`src/rtl/aud_irq_pkg.sv`:
```
package aud_irq_pkg;
  localparam int DW = 32;

  // register select within a group, from addr[3:2]
  localparam logic [1:0] SEL_SET = 2'd0;
  localparam logic [1:0] SEL_CLR = 2'd1;
  localparam logic [1:0] SEL_MSK = 2'd2;
  localparam logic [1:0] SEL_STS = 2'd3;

  localparam int B_WERR    = 0;
  localparam int B_TXF_RDY = 8;
  localparam int B_TXF_EMP = 9;
  localparam int B_RXF_RDY = 12;
  localparam int B_RXF_FUL = 13;

  localparam logic [DW-1:0] B_VALID = (DW'(1) << B_WERR)    | (DW'(1) << B_TXF_RDY) |
                                      (DW'(1) << B_TXF_EMP) | (DW'(1) << B_RXF_RDY) |
                                      (DW'(1) << B_RXF_FUL);

  // implemented bits of the lane group: low nch bits of each of four lanes
  function automatic logic [DW-1:0] lane_valid(input int nch, input int lane);
    logic [DW-1:0] v;
    v = '0;
    for (int l = 0; l < 4; l++)
      for (int c = 0; c < nch; c++)
        v[l*lane + c] = 1'b1;
    return v;
  endfunction
endpackage

```
`src/rtl/aud_irq_grp.sv`:
```
module aud_irq_grp
  import aud_irq_pkg::*;
#(
  parameter logic [DW-1:0] VALID = '1
) (
  input  logic          clk_i,
  input  logic          rst_ni,
  input  logic          set_we_i,
  input  logic          clr_we_i,
  input  logic          sts_rd_i,
  input  logic [DW-1:0] wdata_i,
  input  logic [DW-1:0] evt_i,
  output logic [DW-1:0] mask_o,
  output logic [DW-1:0] status_o,
  output logic          pend_o
);
  logic [DW-1:0] mask_q, sts_q;

  always_ff @(posedge clk_i or negedge rst_ni) begin
    if (!rst_ni) begin
      mask_q <= '0;
    end else if (set_we_i) begin
      mask_q <= mask_q | (wdata_i & VALID);
    end else if (clr_we_i) begin
      mask_q <= mask_q & ~wdata_i;
    end
  end

  // read-clear and new events resolved together: events win
  always_ff @(posedge clk_i or negedge rst_ni) begin
    if (!rst_ni) sts_q <= '0;
    else         sts_q <= ((sts_rd_i ? '0 : sts_q) | evt_i) & VALID;
  end

  assign mask_o   = mask_q;
  assign status_o = sts_q;
  assign pend_o   = |(mask_q & sts_q);


  mask_set_chk: assert property (@(posedge clk_i) disable iff (!rst_ni)
    set_we_i |=> ((mask_o & $past(wdata_i & VALID)) == $past(wdata_i & VALID)));


  mask_clr_chk: assert property (@(posedge clk_i) disable iff (!rst_ni)
    (clr_we_i && !set_we_i) |=> ((mask_o & $past(wdata_i)) == '0));


  evt_kept_chk: assert property (@(posedge clk_i) disable iff (!rst_ni)
    sts_rd_i |=> ((status_o & $past(evt_i & VALID)) == $past(evt_i & VALID)));


  rd_clear_chk: assert property (@(posedge clk_i) disable iff (!rst_ni)
    (sts_rd_i && evt_i == '0) |=> (status_o == '0));


  sticky_chk: assert property (@(posedge clk_i) disable iff (!rst_ni)
    !sts_rd_i |=> ((status_o & $past(status_o)) == $past(status_o)));
endmodule

```
`src/rtl/aud_irq_bank.sv`:
```
module aud_irq_bank
  import aud_irq_pkg::*;
#(
  parameter int          NCH    = 8,
  parameter int          AW     = 8,
  parameter logic [7:0]  BASE_A = 8'h10,
  parameter logic [7:0]  BASE_B = 8'h20
) (
  input  logic           clk_i,
  input  logic           rst_ni,
  input  logic           wr_en_i,
  input  logic           rd_en_i,
  input  logic [AW-1:0]  addr_i,
  input  logic [DW-1:0]  wdata_i,
  output logic [DW-1:0]  rdata_o,
  input  logic [NCH-1:0] tx_rdy_evt_i,
  input  logic [NCH-1:0] tx_unf_evt_i,
  input  logic [NCH-1:0] rx_rdy_evt_i,
  input  logic [NCH-1:0] rx_ovf_evt_i,
  input  logic           wr_err_evt_i,
  input  logic           txf_rdy_evt_i,
  input  logic           txf_emp_evt_i,
  input  logic           rxf_rdy_evt_i,
  input  logic           rxf_ful_evt_i,
  output logic           irq_o
);
  localparam int NGRP = 2;
  localparam int LANE = DW / 4;
  localparam logic [DW-1:0] A_VALID = lane_valid(NCH, LANE);
  localparam logic [AW-1:0] BASES [NGRP] = '{AW'(BASE_A), AW'(BASE_B)};
  localparam logic [DW-1:0] VALIDS[NGRP] = '{A_VALID, B_VALID};

  logic [NGRP-1:0][DW-1:0] evt, msk, sts;
  logic [NGRP-1:0]         hit, pend;
  logic [1:0]              sel;
  logic                    aligned;

  assign evt[0] = {LANE'(rx_ovf_evt_i), LANE'(rx_rdy_evt_i),
                   LANE'(tx_unf_evt_i), LANE'(tx_rdy_evt_i)};

  always_comb begin
    evt[1]            = '0;
    evt[1][B_WERR]    = wr_err_evt_i;
    evt[1][B_TXF_RDY] = txf_rdy_evt_i;
    evt[1][B_TXF_EMP] = txf_emp_evt_i;
    evt[1][B_RXF_RDY] = rxf_rdy_evt_i;
    evt[1][B_RXF_FUL] = rxf_ful_evt_i;
  end

  assign sel     = addr_i[3:2];
  assign aligned = (addr_i[1:0] == 2'b00);

  for (genvar g = 0; g < NGRP; g++) begin : g_grp
    assign hit[g] = aligned && (addr_i[AW-1:4] == BASES[g][AW-1:4]);

    aud_irq_grp #(.VALID(VALIDS[g])) u_grp (
      .clk_i    (clk_i),
      .rst_ni   (rst_ni),
      .set_we_i (wr_en_i && hit[g] && sel == SEL_SET),
      .clr_we_i (wr_en_i && hit[g] && sel == SEL_CLR),
      .sts_rd_i (rd_en_i && hit[g] && sel == SEL_STS),
      .wdata_i  (wdata_i),
      .evt_i    (evt[g]),
      .mask_o   (msk[g]),
      .status_o (sts[g]),
      .pend_o   (pend[g])
    );
  end

  logic [DW-1:0] rd_mux;
  always_comb begin
    rd_mux = '0;
    for (int g = 0; g < NGRP; g++) begin
      if (hit[g] && sel == SEL_MSK) rd_mux = msk[g];
      if (hit[g] && sel == SEL_STS) rd_mux = sts[g];
    end
  end

  always_ff @(posedge clk_i or negedge rst_ni) begin
    if (!rst_ni)      rdata_o <= '0;
    else if (rd_en_i) rdata_o <= rd_mux;
  end

  always_ff @(posedge clk_i or negedge rst_ni) begin
    if (!rst_ni) irq_o <= 1'b0;
    else         irq_o <= |pend;
  end


  irq_src_chk: assert property (@(posedge clk_i) disable iff (!rst_ni)
    irq_o |-> $past(|((msk[0] & sts[0]) | (msk[1] & sts[1]))));


  irq_rise_chk: assert property (@(posedge clk_i) disable iff (!rst_ni)
    (|((msk[0] & sts[0]) | (msk[1] & sts[1]))) |=> irq_o);


  b_reserved_chk: assert property (@(posedge clk_i) disable iff (!rst_ni)
    ((msk[1] | sts[1]) & ~B_VALID) == '0);
endmodule

```
`config.mk`:
```
export PLATFORM = sky130hd
export DESIGN_NAME = aud_irq_bank
export DESIGN_NICKNAME = d
export VERILOG_FILES = /design/src/rtl/aud_irq_pkg.sv /design/src/rtl/aud_irq_grp.sv /design/src/rtl/aud_irq_bank.sv
export SDC_FILE = /design/constraint.sdc
export NUM_CORES = 1
export LEC_CHECK = 0
export ABC_AREA = 1
export BUFFER_PORTS_ARGS = -buffer_cell sky130_fd_sc_hd__buf_2
export CORE_UTILIZATION = 26
export DETAILED_ROUTE_END_ITERATION = 10
export PLACE_DENSITY = 0.46
export REMOVE_ABC_BUFFERS = 1
export SETUP_SLACK_MARGIN = 0.02
export SYNTH_ARGS = -nofsm -noshare
export SYNTH_HDL_FRONTEND = slang
export SYNTH_SLANG_ARGS = --single-unit
export TNS_END_PERCENT = 5
```
`constraint.sdc`:
```
create_clock -name clk_i -period 1.01 [get_ports clk_i]
set_clock_uncertainty 0.1 [all_clocks]
set_input_delay 0 -clock clk_i [delete_from_list [all_inputs] [get_ports clk_i]]
set_output_delay 0 -clock clk_i [all_outputs]
set_load 0.03 [all_outputs]
```
==> Word-level counts from Yosys, hierarchy flattened <==
Index checks and enable logic that the tools add are counted.
{ "op_classes": {"n_eq_ne": 5, "muxes": 10, "bitwise": 9, "reduce_logical": 21} }
{ "ops": {"columns": ["cell", "count"], "rows": [
  ["2-to-1 mux 32 bit", 9],
  ["AND 32 bit", 3],
  ["OR 32 bit", 2],
  ["OR reduction 64 bit", 1],
  ["AND 32 x 14 -> 32 bit", 1],
  ["NOT 32 bit", 1],
  ["OR 32 x 14 -> 32 bit", 1],
  ["logical AND 1 bit", 16],
  ["2-to-1 mux 14 bit", 1],
  ["OR 14 bit", 1],
  ["== test 2 bit, second input constant", 2],
  ["== test 4 x 1 -> 1 bit, second input constant", 1],
  ["== test 4 x 2 -> 1 bit, second input constant", 1],
  ["logical NOT 2 bit", 2],
  ["nonzero test 2 bit", 2],
  ["== test 2 x 1 -> 1 bit, second input constant", 1]
]} }
{ "word_totals": {"register_bits": 134, "in_bits": 81, "output_inout_bits": 33, "word_cells": 51} }

==> Depth between registers and ports, before layout <==
{ "depth": {"ltp_word": 7, "depth_mapped": 10} }

==> Modules after synthesis <==
A second synthesis with hierarchy kept.
{ "unflattened": {"cells_unflattened": 840, "area_unflattened_um2": 6939.2} }
{ "modules_own_cells": {"columns": ["module", "n_inst", "cells_each", "area_per_inst_um2", "seq_area_each_um2"], "rows": [
  ["aud_irq_grp (g_grp[0].u_grp)", 1, 264, 2662.6, 1601.5],
  ["aud_irq_bank", 1, 383, 2539.9, 825.8],
  ["aud_irq_grp (g_grp[1].u_grp)", 1, 193, 1736.7, 925.9]
]} }

==> Worst setup path before layout <==
No wires, ideal clock.
{ "synth_timing": {"path_kind": "in2reg", "from": "in addr_i[1]", "to": "reg g_grp[1].u_grp.mask_q[10]", "arrival_time_ps": 887, "required_ps": 797, "path_slack_ps": -90, "path_stages": 9, "cell_sequence": "nor2_2 nand3_2 inv_2 nand2_4 nor2_8 buf_4 nand2_1 nand2_1 inv_1"} }
{ "synth_via": {"elab_chain_cells": 5, "word_cells_on_any_way": 7, "cone_classes": "1 x mux; 6 x reduce/logical"} }
{ "synth_lines": {"columns": ["item", "line", "rtl"], "rows": [
  ["from (decl)", "aud_irq_bank.sv:13", "input logic [AW-1:0] addr_i,"],
  ["logical NOT 2 bit *", "aud_irq_bank.sv:51", "assign aligned = (addr_i[1:0] == 2'b00);"],
  ["logical AND 1 bit *", "aud_irq_bank.sv:54", "assign hit[g] = aligned && (addr_i[AW-1:4] == BASES[g][AW-1:4]);"],
  ["logical AND 1 bit *", "aud_irq_bank.sv:59, aud_irq_bank.sv:60", null],
  ["logical AND 1 bit, on equally long branches", "aud_irq_bank.sv:59, aud_irq_bank.sv:60", null],
  ["2-to-1 mux 32 bit / nonzero test 2 bit (equally long branches)", null, null],
  ["to (signal assigned)", "aud_irq_grp.sv:23", "mask_q <= mask_q | (wdata_i & VALID);"],
  ["to (signal assigned)", "aud_irq_grp.sv:25", "mask_q <= mask_q & ~wdata_i;"],
  ["to (decl)", "aud_irq_grp.sv:17", "logic [DW-1:0] mask_q, sts_q;"]
]} }
Every way passes the cells marked *; elsewhere a longest branch is shown, timed or not.
A chain may end at the register's enable or synchronous reset.

==> Worst setup path in the final report <==
{ "layout_timing": {"from": "reg g_grp[0].u_grp.sts_q[5]", "to": "reg irq_o"} }
{ "layout_via": {"elab_chain_cells": 2} }
{ "layout_lines": {"columns": ["item", "line", "rtl"], "rows": [
  ["from (decl)", "aud_irq_grp.sv:17", null],
  ["from (signal assigned)", "aud_irq_grp.sv:32", "else sts_q <= ((sts_rd_i ? '0 : sts_q) | evt_i) & VALID;"],
  ["AND 32 bit", "aud_irq_grp.sv:37", "assign pend_o = |(mask_q & sts_q);"],
  ["OR reduction 64 bit", "aud_irq_bank.sv:86", "else irq_o <= |pend;"],
  ["to (signal assigned)", "aud_irq_bank.sv:86", null],
  ["to (decl)", "aud_irq_bank.sv:25", "output logic irq_o"]
]} }
Every way passes these cells.

==> qor.txt <==
outcome: finished, violations left
failing checks: negative setup slack
gpl congestion: 0.765
pins over their slew limit: 0
Final setup viols: 39
crit path DAT: 1.42 ns
pre-CTS setup slack: -0.359 ns
Antenna Nets Post-Route: 0
Final Cycle Share: 1.21
cts bufs inserted: 17
largest net degree at the start of global routing: 58
Via density: 4.40
DRT Wirelength: 22,100 µm
GRT Overall Usage: 0.179
n_diodes: 0
total gr overflow: 0
drt first pass iters: 5
nets@finish: 1,189
post-synthesis cell type count: 23
clk root buf: clkbuf_16
type of element capturing the critical path: flip-flop
die height: 161 µm
post-route insts no fill: 1,445
post-synthesis register bit count: 134
CP max FO: 2
number of core rows: 57
vias in the first global route: 6,240
Power Dens Cells: 1410 nW/µm²
Die X: 161 µm
worst slew pin tran: 0.378 ns
slack of the worst reg-to-reg path: -0.21 ns
simple-gate share of the synthesized area: 0.346
synthesis warning total: 0
final core utilization: 0.410
Compound-Gate Fraction of Synth Area: 0.0541
Syn Std Cell Area: 6550 µm²
fraction of layout cells with a size suffix above 1: 0.258
cell count after synthesis: 843
Rel. slew slack: 0.748
Final WS setup: -0.211 ns
Core Box Area: 24,500 µm²
P&R area growth vs syn: 53.7%
Post-route DRC: 0
TritonCTS clock tree: yes
Setup CP Type: flip-flop to flip-flop
Achievable Freq: 819 MHz
Detailed Route Iter0 Violations: 349
# Post-CTS Setup Buffers: 0
area share of fa/ha/maj cells after synthesis: 0
dpl hpwl: 14,400 µm
number of port buffers: 113
fill count: 2,553
Sink Count: 134
Ports: 114
die area: 25,800 µm²
Leak: 0.00558 µW
Final Critical Period: 1.22 ns
initial cell density of the core: 0.267
sequential fraction of the synthesis area: 0.512
critical path required time: 1.21 ns
Peak VDD IR: 0.953 mV
Hold Path Class: input port to asynchronous set/reset pin
clk_lat worst skew: 0.42 ns
startpoint type of the worst setup path: flip-flop
clk buf depth: 2
main combinational cell family by area after synthesis: simple AND/OR/NAND/NOR gates
first-pass GRT wire length: 35,100 µm
Total Neg Setup Slack: -1.88 ns
clock slew at reported path FFs: 0.06 ns
average size of a mapped cell: 7.77 µm²
unrepaired setup endpoints after global routing: yes
maxcap violations: 0
final hold vios: 0
via count: 6,353
multiplexer share of the synthesized area: 0
WL per Instance: 15.3 µm
Post-Synth XOR/XNOR Area: 0
placed insts: 1,341
H-tree depth: 4
initial antenna violation count: 0
Final Power: 14,200 µW
-- Yosys cell counts --
cell      number  area (µm²)
inv_1         85         319
nand3_1      134         671
nand2_2        2        12.5
nand4_1        5        31.3
a21oi_1        1        5.00
nand3_2        1        10.0
a22o_1         1        8.76
nand2_4        1        11.3
nand2_1      303        1140
buf_6          1        11.3
nor3_1        32         160
inv_2          5        18.8
o21ai_0        5        25.0
nor2_8         1        20.0
dfrtp_1      134        3350
buf_4         14         105
nor2_2         3        18.8
buf_2         14        70.1
nor2_4         1        11.3
clkbuf_1      14        52.6
o21bai_1      42         315
nor2_1        43         161
nor4_4         1        21.3
-- cell families after synthesis --
family	after synthesis
AND/OR/NAND/NOR	527
flip-flops	134
buffers and inverters	133
AO/OA/AOI/OAI	49
-- worst max-delay path: stages (launching register included) --
cell     delay, ns
dfrtp_1       0.38
nand2_1       0.08
nand2_2       0.07
nor2_2        0.11
nand4_1       0.15
nor2_1        0.14
nand3_1       0.08
-- layout make-up --
| type | count | area [µm²] | share of cell area |
|---|---|---|---|
| inverter | 90 | 338 | 0.0336 |
| tap | 324 | 405 | 0.0403 |
| timing repair buffer | 289 | 2520 | 0.251 |
| clock buffer | 25 | 515 | 0.0512 |
| multi-input combinational | 576 | 2770 | 0.275 |
| sequential | 134 | 3350 | 0.333 |
| clock inverter | 7 | 163 | 0.0162 |
-- repair_timing --
item	in CTS	in global routing
hold buffers	72	0
cloned	0	0
pin swaps	13	17
endpoints found under the hold margin	235	0
resized for setup	83	28
setup endpoints to repair	49	99
-- per-stage QoR --
stage	area (µm²)	hold WS [ns]
finish	10100	0.0251
global route	10100	0.0305
CTS	9940	0.0134
detailed placement	8260	-0.281
global placement	8260	-0.281
floorplan	6310	-0.396
-- where the power goes --
group / total [µW] / switching [µW] / internal, µW
clock network: 7110 / 2330 / 4780
logic: 1520 / 802 / 720
registers: 5550 / 71.6 / 5470
total: 14200 / 3200 / 11000
-- layout by cell type, fill, tap and decap left out, types with 2 or more instances in the layout --
| cell | count |
|---|---|
| nand2_1 | 300 |
| dfrtp_1 | 134 |
| nand3_1 | 121 |
| inv_1 | 85 |
| buf_2 | 79 |
| buf_4 | 75 |
| dlygate4sd3_1 | 71 |
| buf_6 | 48 |
| o21bai_1 | 42 |
| nor2_1 | 40 |
| nor3_1 | 24 |
| clkbuf_16 | 17 |
| buf_12 | 15 |
| nand3_2 | 13 |
| nor3_2 | 7 |
| clkbuf_8 | 6 |
| inv_2 | 5 |
| nand2_2 | 5 |
| nand4_1 | 5 |
| o21ai_0 | 5 |
| bufinv_16 | 5 |
| nor2_4 | 4 |
| nor2_2 | 3 |
| clkbuf_1 | 2 |
-- layer usage --
layer  track usage  wire (µm)
met1         0.258      10700
met2         0.277      10100
met3        0.0263        999
met4        0.0532        276
met5             0          0
-- final timing paths --
| path | startpoint | endpoint | cells past startpoint |
|---|---|---|---|
| worst max-delay path | g_grp[0].u_grp.status_o[5]$_DFF_PN0_ | irq_o$_DFF_PN0_ | 6 |
| worst min-delay path | rst_ni | g_grp[1].u_grp.mask_o[6]$_DFFE_PN0P_ | 3 |
| worst max register to register | g_grp[0].u_grp.status_o[5]$_DFF_PN0_ | irq_o$_DFF_PN0_ | 6 |
| worst min register to register | g_grp[1].u_grp.mask_o[24]$_DFFE_PN0P_ | g_grp[1].u_grp.mask_o[24]$_DFFE_PN0P_ | 2 |
| max in group asynchronous | rst_ni | asynchronous set/reset pin | 3 |
| min in group clk_i | rd_en_i | rdata_o[13]$_DFFE_PN0P_ | 7 |
Power figures use the tool's default switching activity.
